===== config.mk =====
export PLATFORM = sky130hd
export DESIGN_NAME = pdma_port
export DESIGN_NICKNAME = d
export VERILOG_FILES = /design/src/rtl/pdma_pkg.sv /design/src/rtl/pdma_ctrl.sv /design/src/rtl/pdma_datapath.sv /design/src/rtl/pdma_port.sv
export SDC_FILE = /design/constraint.sdc
export NUM_CORES = 1
export LEC_CHECK = 0
export ABC_CLOCK_PERIOD_IN_PS = 6160
export BUFFER_PORTS_ARGS = -buffer_cell sky130_fd_sc_hd__buf_2
export CAP_MARGIN = 20
export CELL_PAD_IN_SITES_DETAIL_PLACEMENT = 2
export CELL_PAD_IN_SITES_GLOBAL_PLACEMENT = 2
export CORE_AREA = 3 3 233 235
export CTS_CLUSTER_DIAMETER = 80
export CTS_CLUSTER_SIZE = 40
export DETAILED_ROUTE_END_ITERATION = 8
export DIE_AREA = 0 0 236 238
export PLACE_DENSITY = 0.63
export RECOVER_POWER = 100
export SLEW_MARGIN = 10
export SYNTH_ARGS = -nofsm -noshare
export SYNTH_HDL_FRONTEND = slang
export SYNTH_SLANG_ARGS = --single-unit

===== constraint.sdc =====
create_clock -name clk -period 6.16 [get_ports clk]
set_input_delay 0.616 -clock clk [delete_from_list [all_inputs] [get_ports clk]]
set_output_delay 0.616 -clock clk [all_outputs]
set_load 0.01 [all_outputs]

===== src/rtl/pdma_pkg.sv =====
package pdma_pkg;

  // Strobes the control half hands to the datapath each cycle.
  typedef struct packed {
    logic arm;     // load index and restart tally
    logic wrMove;  // accepted write moves bytes this cycle
    logic rdMove;  // accepted read moves bytes this cycle
    logic wide;    // a 2-byte access was requested
    logic pair;    // two bytes actually move
    logic finish;  // run completes with notification
  } pdmaStrobe_t;

endpackage


===== src/rtl/pdma_ctrl.sv =====
module pdma_ctrl
  import pdma_pkg::*;
#(
  parameter int LEN_W = 16
) (
  input  logic             clk,
  input  logic             rstN,
  input  logic             armValid,
  input  logic [LEN_W-1:0] armLen,
  input  logic             armNotify,
  input  logic             accValid,
  input  logic             accWrite,
  input  logic [1:0]       accSize,
  input  logic             tcZero,
  output pdmaStrobe_t      strobe,
  output logic             drq,
  output logic             donePulse
);

  logic [LEN_W-1:0] lenQ;
  logic [LEN_W-1:0] lenNext;
  logic [LEN_W-1:0] stepLen;
  logic             notifyQ;
  logic             drqQ;
  logic             doneQ;
  logic             sizeOk;
  logic             live;
  logic             wrOk;
  logic             rdOk;

  always_comb begin
    sizeOk  = (accSize == 2'd1) || (accSize == 2'd2);
    live    = accValid && sizeOk && !armValid && (lenQ != '0);
    wrOk    = live && accWrite && !tcZero;
    rdOk    = live && !accWrite;
    strobe.arm    = armValid;
    strobe.wrMove = wrOk;
    strobe.rdMove = rdOk;
    strobe.wide   = (accSize == 2'd2);
    strobe.pair   = (accSize == 2'd2) && (lenQ >= LEN_W'(2));
    stepLen = strobe.pair ? LEN_W'(2) : LEN_W'(1);
    lenNext = lenQ - stepLen;
    strobe.finish = (wrOk || rdOk) && (lenNext == '0) && notifyQ;
  end

  always_ff @(posedge clk or negedge rstN) begin
    if (!rstN) begin
      lenQ    <= '0;
      notifyQ <= 1'b0;
      drqQ    <= 1'b0;
      doneQ   <= 1'b0;
    end else begin
      doneQ <= strobe.finish;
      if (armValid) begin
        lenQ    <= armLen;
        notifyQ <= armNotify;
        drqQ    <= (armLen != '0);
      end else if (wrOk || rdOk) begin
        lenQ <= lenNext;
        if (strobe.finish) begin
          notifyQ <= 1'b0;
          drqQ    <= 1'b0;
        end
      end
    end
  end

  assign drq       = drqQ;
  assign donePulse = doneQ;

  AST_DONE_SINGLE: assert property (@(posedge clk) disable iff (!rstN)
    donePulse |=> !donePulse);
  AST_DONE_DISARMS: assert property (@(posedge clk) disable iff (!rstN)
    donePulse |-> (!notifyQ && !drqQ));
  AST_LEN_NO_GROWTH: assert property (@(posedge clk) disable iff (!rstN)
    !armValid |=> (lenQ <= $past(lenQ)));

endmodule


===== src/rtl/pdma_datapath.sv =====
module pdma_datapath
  import pdma_pkg::*;
#(
  parameter int IDX_W = 4,
  parameter int LEN_W = 16,
  parameter int TC_W  = 24
) (
  input  logic             clk,
  input  logic             rstN,
  input  pdmaStrobe_t      strobe,
  input  logic [IDX_W-1:0] armStart,
  input  logic [15:0]      accWdata,
  input  logic             tcLoad,
  input  logic [TC_W-1:0]  tcLoadValue,
  output logic [15:0]      accRdata,
  output logic [TC_W-1:0]  tcValue,
  output logic             tcZero,
  output logic [LEN_W-1:0] doneCount
);

  localparam int DEPTH = 1 << IDX_W;

  logic [7:0]       memQ [DEPTH];
  logic [IDX_W-1:0] curQ;
  logic [IDX_W-1:0] curNext1;
  logic [IDX_W-1:0] stepIdx;
  logic [LEN_W-1:0] stepLen;
  logic [TC_W-1:0]  stepTc;
  logic [LEN_W-1:0] movedQ;
  logic [LEN_W-1:0] doneCountQ;
  logic [TC_W-1:0]  tcQ;
  logic [7:0]       byte0;
  logic [7:0]       byte1;

  always_comb begin
    curNext1 = curQ + IDX_W'(1);
    stepIdx  = strobe.pair ? IDX_W'(2) : IDX_W'(1);
    stepLen  = strobe.pair ? LEN_W'(2) : LEN_W'(1);
    stepTc   = strobe.pair ? TC_W'(2)  : TC_W'(1);
    byte0    = memQ[curQ];
    byte1    = memQ[curNext1];
    if (!strobe.rdMove)    accRdata = 16'h0000;
    else if (!strobe.wide) accRdata = {8'h00, byte0};
    else if (strobe.pair)  accRdata = {byte0, byte1};
    else                   accRdata = {byte0, 8'h00};
  end

  // Buffer storage: no reset, contents are data only.
  always_ff @(posedge clk) begin
    if (strobe.wrMove) begin
      if (strobe.wide) begin
        memQ[curQ] <= accWdata[15:8];
        if (strobe.pair) memQ[curNext1] <= accWdata[7:0];
      end else begin
        memQ[curQ] <= accWdata[7:0];
      end
    end
  end

  always_ff @(posedge clk or negedge rstN) begin
    if (!rstN) begin
      curQ       <= '0;
      movedQ     <= '0;
      doneCountQ <= '0;
      tcQ        <= '0;
    end else begin
      if (strobe.arm) begin
        curQ   <= armStart;
        movedQ <= '0;
      end else if (strobe.wrMove || strobe.rdMove) begin
        curQ   <= curQ + stepIdx;
        movedQ <= movedQ + stepLen;
      end
      if (strobe.finish) doneCountQ <= movedQ + stepLen;
      if (tcLoad)
        tcQ <= tcLoadValue;
      else if (strobe.wrMove)
        tcQ <= (tcQ < stepTc) ? '0 : tcQ - stepTc;
    end
  end

  assign tcValue   = tcQ;
  assign tcZero    = (tcQ == '0);
  assign doneCount = doneCountQ;

  AST_READ_KEEPS_TC: assert property (@(posedge clk) disable iff (!rstN)
    (strobe.rdMove && !tcLoad) |=> (tcQ == $past(tcQ)));
  AST_TC_NO_WRAP: assert property (@(posedge clk) disable iff (!rstN)
    (strobe.wrMove && !tcLoad) |=> (tcQ <= $past(tcQ)));

endmodule


===== src/rtl/pdma_port.sv =====
module pdma_port
  import pdma_pkg::*;
#(
  parameter int IDX_W = 4,
  parameter int LEN_W = 16,
  parameter int TC_W  = 24
) (
  input  logic             clk,
  input  logic             rstN,
  input  logic             armValid,
  input  logic [IDX_W-1:0] armStart,
  input  logic [LEN_W-1:0] armLen,
  input  logic             armNotify,
  input  logic             tcLoad,
  input  logic [TC_W-1:0]  tcLoadValue,
  input  logic             accValid,
  input  logic             accWrite,
  input  logic [1:0]       accSize,
  input  logic [15:0]      accWdata,
  output logic [15:0]      accRdata,
  output logic             drq,
  output logic             donePulse,
  output logic [LEN_W-1:0] doneCount,
  output logic [TC_W-1:0]  tcValue
);

  pdmaStrobe_t strobe;
  logic        tcZero;

  pdma_ctrl #(.LEN_W(LEN_W)) u_ctrl (
    .clk       (clk),
    .rstN      (rstN),
    .armValid  (armValid),
    .armLen    (armLen),
    .armNotify (armNotify),
    .accValid  (accValid),
    .accWrite  (accWrite),
    .accSize   (accSize),
    .tcZero    (tcZero),
    .strobe    (strobe),
    .drq       (drq),
    .donePulse (donePulse)
  );

  pdma_datapath #(.IDX_W(IDX_W), .LEN_W(LEN_W), .TC_W(TC_W)) u_dp (
    .clk         (clk),
    .rstN        (rstN),
    .strobe      (strobe),
    .armStart    (armStart),
    .accWdata    (accWdata),
    .tcLoad      (tcLoad),
    .tcLoadValue (tcLoadValue),
    .accRdata    (accRdata),
    .tcValue     (tcValue),
    .tcZero      (tcZero),
    .doneCount   (doneCount)
  );

  AST_WRITE_GATED: assert property (@(posedge clk) disable iff (!rstN)
    (accValid && accWrite && (tcValue == '0) && !tcLoad)
      |=> ((tcValue == '0) && !donePulse));
  AST_BAD_SIZE: assert property (@(posedge clk) disable iff (!rstN)
    (accValid && (accSize != 2'd1) && (accSize != 2'd2) && !tcLoad)
      |=> ($stable(tcValue) && !donePulse));
  AST_DRQ_AFTER_DONE: assert property (@(posedge clk) disable iff (!rstN)
    donePulse |-> !drq);

endmodule


Word level (Yosys, flattened, before mapping)
Memories as Yosys holds them, arrays and structs flattened.
Cells that the tools add are included.
- register bits after elaboration: 79
- bits in writable memories: 128
- logic and storage cells: 71
- input bits: 69
- output and inout port bits: 58
- memories: 1
- reductions and logical operators: 22
- eq/ne operators: 2
- magnitude comparators: 2
- add/subtract/negate cells: 5
- multiplexer cells: 30
- bitwise operators: 1
- memory list (memory ; words ; bits a word ; rd ports ; clocked after memory_dff ; wr ports ; line ; RTL):
    u_dp.memQ ; 16 ; 8 ; 2 ; 0 ; 2 ; pdma_datapath.sv:23 ; logic [7:0] memQ [DEPTH];
- operator list (kind ; count):
    $mux W16 ; 6
    $mux W24 ; 3
    $reduce_bool A16 Y1 ; 2
    $logic_not A24 Y1 ; 1
    $lt A24 B24 Y1 ; 1
    $sub A24 B24 Y24 ; 1
    $add A16 B16 Y16 ; 1
    $ge A16 B2 Y1 const B ; 1
    $logic_not A16 Y1 ; 1
    $mux W8 ; 2
    $sub A16 B16 Y16 ; 1
    $mux W1 ; 14
    $logic_and A1 B1 Y1 ; 9
    $mux W4 ; 2
    $mux W2 ; 3
    $reduce_bool A2 Y1 ; 3
    $add A4 B1 Y4 const B ; 1
    $add A4 B4 Y4 ; 1
    $logic_not A1 Y1 ; 3
    $eq A2 B1 Y1 const B ; 1
    $eq A2 B2 Y1 const B ; 1
    $logic_or A1 B1 Y1 ; 2
    $reduce_and A2 Y1 ; 1
    $or A1 B1 Y1 ; 1

Logic depth before layout (Yosys ltp)
- depth in word-level cells: 13
- mapped depth: 15
- depth with buffers taken out: 12

Cells and area by module
Synthesis repeated with hierarchy kept, for this count alone.
- cell total of the unflattened synthesis: 1071
- area, all modules: 12902.4 µm²
- modules (own cells, without submodules) (module ; area each (µm²) ; times used ; cells each):
    pdma_datapath ; 11385.9 ; 1 ; 897
    pdma_ctrl ; 1516.5 ; 1 ; 174

Least setup slack after synthesis
OpenSTA, ideal clock, no wires.
- path type: reg2out
- from: register u_dp.curQ[0]
- to: output port accRdata[4]
- stages on the path, launching flop included: 14
- arrival time: 3.789 ns
- slack: 1.755 ns
- path through: dfrtp_1 clkbuf_1 clkbuf_1 buf_1 inv_1 ha_1 clkbuf_1 clkbuf_1 clkbuf_1 mux4_2 mux2i_1 nand2_1 o211ai_1 a21oi_1
- cells in the longest elaborated chain, start to end: 5
- ends and longest elaborated chain (item ; line ; RTL):
    start: declaration ; pdma_datapath.sv:24 ; logic [IDX_W-1:0] curQ;
    start signal: assignment ; pdma_datapath.sv:68 ; curQ <= armStart;
    start signal: assignment ; pdma_datapath.sv:71 ; curQ <= curQ + stepIdx;
    $add A4 B1 Y4 ; pdma_datapath.sv:36 ; curNext1 = curQ + IDX_W'(1);
    $mem_v2 Z16 W8 * ; - ;
    $mux W8 ; pdma_datapath.sv:44 ; else if (strobe.pair) accRdata = {byte0, byte1};
    $mux W16 * ; pdma_datapath.sv:43 ; else if (!strobe.wide) accRdata = {8'h00, byte0};
    $mux W16 * ; pdma_datapath.sv:42 ; if (!strobe.rdMove) accRdata = 16'h0000;
    end: declaration ; pdma_port.sv:20 ; output logic [15:0] accRdata,
Mark *: on every way between the ends. The rest lies on a longest branch, timed or not.

==> results.txt <==
status = finished, violations left
violated checks = max-capacitance violations, max-slew violations
num ports = 127
port bufs = 126
Yosys cell types = 84
Final Instance Area = 14800 um2
#FFs+latches synth = 207
layout cell share with drive strength beyond 1 = 0.305
Final Wtd Congestion = 0.787
worst-path fanout max = 16
Power Density = 239 nW/um2
crit start category = flop
share of power burned in registers = 0.447
Mapped Cells = 1041
Overflow after GRT = 0
Slowest cell on crit path = a21oi_1
Nets = 1237
# setup viols final = 0
Avg Cell Area, Syn = 12.5 um2
P_leak = 5.19 nW
drt drc = 0
critical path type = flop to flop
Fin. Hold Viols = 0
min Tclk post-route = 5.16 ns
Main synth FF type = edfxtp_1
FILL cells = 5675
CTS tree = yes
Max stage delay on crit path = 1.44 ns
Worst Path Buf+Inv = 1
H-tree depth = 1
sequential area share after synthesis = 0.446
most frequent cells in the layout = 143 x mux2_2, 128 x edfxtp_1, 79 x dfrtp_1
Switching Share = 0.313
CTS max path bufs = 3
area delta synth->final = 13.3%
row count = 84
most frequent CP cell = or4_1
TritonRoute pass-1 iters = 4
switching power = 0.00111 W
Initial Util = 0.249
Slew headroom = -0.267
Die Area = 56200 um2
Clock Power Share = 0.346
Pint = 0.00243 W
Die Wd = 236 um
initial drt markers = 672
clk sinks = 207
Post-Syn Nets = 1129
Max Cap Viol = 17
Fin Setup TNS = 0 ns
Num CTS Buffers = 18
EDFF count, synth = 128
ys async rst share = 0.382
core region area = 52400 um2
commonest non-fill, non-tap cell in the layout = mux2_2
vias in the first global route = 10815
Via Count = 9823
Synth warnings = 0
worst path required time = 6.43 ns
HP Class = input pin to flop
via/cell ratio = 5.31
Post-Route Skew = 0.0175 ns
hpwl dp = 32300 um
Final Max Tran Viols = 225
Chip Height = 238 um
combinational share of power = 0.206
total global-route track usage = 0.167
first-pass GRT wire length = 72100 um
crit path cell chain = or4_1, or4_1, o21ai_0, nor3_4, clkbuf_1, a21oi_1, mux2_2
Worst-Margin Slew = 1.90 ns
post-route ant nets = 0
mapped cell area = 13100 um2
RSZ-0062 raised after global routing = false
placed inst area = 14600 um2
clock latency on the worst-skew pair = 0.53 ns
number of antenna violations at the first check in global routing = 0
hold slack = 0.302 ns
Reg clk slew, reported paths = 0.08 ns
Routed WL = 47800 um
fmax = 0.194 GHz
Worst setup EP type = flop
# Post-CTS Setup Buffers = 0
Max VDD drop = 190 uV
Critical Path AT = 5.42 ns
wire length per cell = 25.8 um
post_cts resized = 0
largest net degree at the start of global routing = 61
CTS Root Buffer Type = clkbuf_16
CP delay by family, top = compound AO/OA/AOI/OAI gates
fin crit share = 0.837
kinds of logic (layout without fill, tap and decap cells):
logic type	count (synthesis)	count (layout)	share of synthesized area
xor+xnor	20	20	0.0134
flops	207	207	0.446
other cells	0	1	0
fa+ha+maj	19	19	0.0205
mux	241	241	0.271
simple gates	271	271	0.109
compound gates	186	186	0.111
buf+inv	97	216	0.0296
metal layers:
layer	GRT usage	vias up	part of all wire
met1	0.224	5247	0.44
met4	0.0345	0	0.018
li1	-	4316	-
met2	0.287	222	0.49
met5	0	-	0
met3	0.0270	38	0.047
worst reg2reg max path, delay by kind of cell, from the launching register on:
kind,cells,cell delay (ns)
AOI/OAI and AO/OA,2,2.24
and+or+nand+nor,3,1.35
DFF,1,0.49
muxes,1,0.45
buffers and inverters,1,0.38
power groups by stage:
stage / clock network, W / registers, W / logic, W
floorplan: 0 / 0.00159 / 0.000497
global placement: 0 / 0.00161 / 0.000728
detailed placement: 0 / 0.00161 / 0.000742
CTS: 0.00127 / 0.00158 / 0.000749
global route: 0.00132 / 0.00159 / 0.000786
finish: 0.00122 / 0.00158 / 0.000729
what timing repair did:
| item | CTS | global route |
|---|---|---|
| hold endpoints to repair | 19 | 0 |
| hold buffers | 1 | 0 |
| setup endpoints to repair | 0 | 0 |
sequential cells by signal, indices dropped and copies added, names as in the netlist:
name,flops
u_dp.memQ,128
u_dp.tcValue,24
u_ctrl.lenQ,16
u_dp.doneCount,16
u_dp.movedQ,16
u_dp.curQ,4
u_ctrl.donePulse,1
u_ctrl.drq,1
u_ctrl.notifyQ,1
final timing paths:
check                                  start                end  slack, ns  cells after the start
max in group asynchronous               rstN    u_dp.movedQ[14]       3.77                      3
max reg2reg                 u_dp.tcValue[16]   u_dp.memQ[11][0]       1.00                      7
max                         u_dp.tcValue[16]   u_dp.memQ[11][0]       1.00                      7
min reg2reg                u_dp.doneCount[8]  u_dp.doneCount[8]       0.50                      1
min                          tcLoadValue[11]   u_dp.tcValue[11]       0.30                      2
min in group asynchronous               rstN    u_dp.tcValue[8]       0.86                      2
cell usage after synthesis, types with 4 or more instances:
cell       count  share of area
mux2_2       146           0.13
edfxtp_1     128           0.29
dfrtp_1       79           0.15
nand2_1       75          0.022
mux4_2        72           0.12
clkbuf_1      60          0.017
o21ai_0       42          0.016
nor2_1        39          0.011
a21oi_1       34          0.013
nand3_1       29          0.011
nor3_1        27          0.010
inv_1         22         0.0063
nor4_1        18         0.0086
ha_1          15          0.014
o211ai_1      15         0.0086
o22ai_1       14         0.0067
and3_1        13         0.0062
mux2i_1       13          0.010
nand2b_1      12         0.0057
xor2_1        12         0.0080
or3_1         11         0.0053
or4_1         10         0.0057
a21oi_4        8          0.010
a221o_1        8         0.0061
mux2_4         8         0.0092
xnor2_1        8         0.0054
a31oi_4        6         0.0098
buf_1          6         0.0017
nand4_1        6         0.0029
a21o_1         5         0.0029
buf_2          5         0.0019
a211o_1        4         0.0027
a2bb2oi_1      4         0.0027
a31oi_1        4         0.0019
and2_0         4         0.0019
fa_1           4         0.0061
o311ai_0       4         0.0027
o41ai_1        4         0.0027
or2_2          4         0.0019
cell type report:
| class | count | area (um2) | area share |
|---|---|---|---|
| Sequential cell | 207 | 5820 | 0.393 |
| Clock inverter | 12 | 124 | 0.00837 |
| Timing Repair Buffer | 162 | 768 | 0.0519 |
| Inverter | 23 | 86.3 | 0.00584 |
| Antenna cell | 1 | 2.50 | 0.000169 |
| Tap cell | 688 | 861 | 0.0582 |
| Clock buffer | 19 | 475 | 0.0321 |
| Multi-Input combinational cell | 737 | 6660 | 0.450 |
metrics by stage:
stage / power, W / instances / util / setup slack, ns
floorplan: 0.00208 / 1041 / - / 1.76
global placement: 0.00234 / 1815 / 0.278 / 1.29
detailed placement: 0.00236 / 1815 / 0.278 / 1.23
CTS: 0.00361 / 1847 / 0.290 / 1.25
global route: 0.00370 / 1848 / 0.282 / 0.706
finish: 0.00354 / 1849 / 0.282 / 1.00
Power figures use the tool's default switching activity.
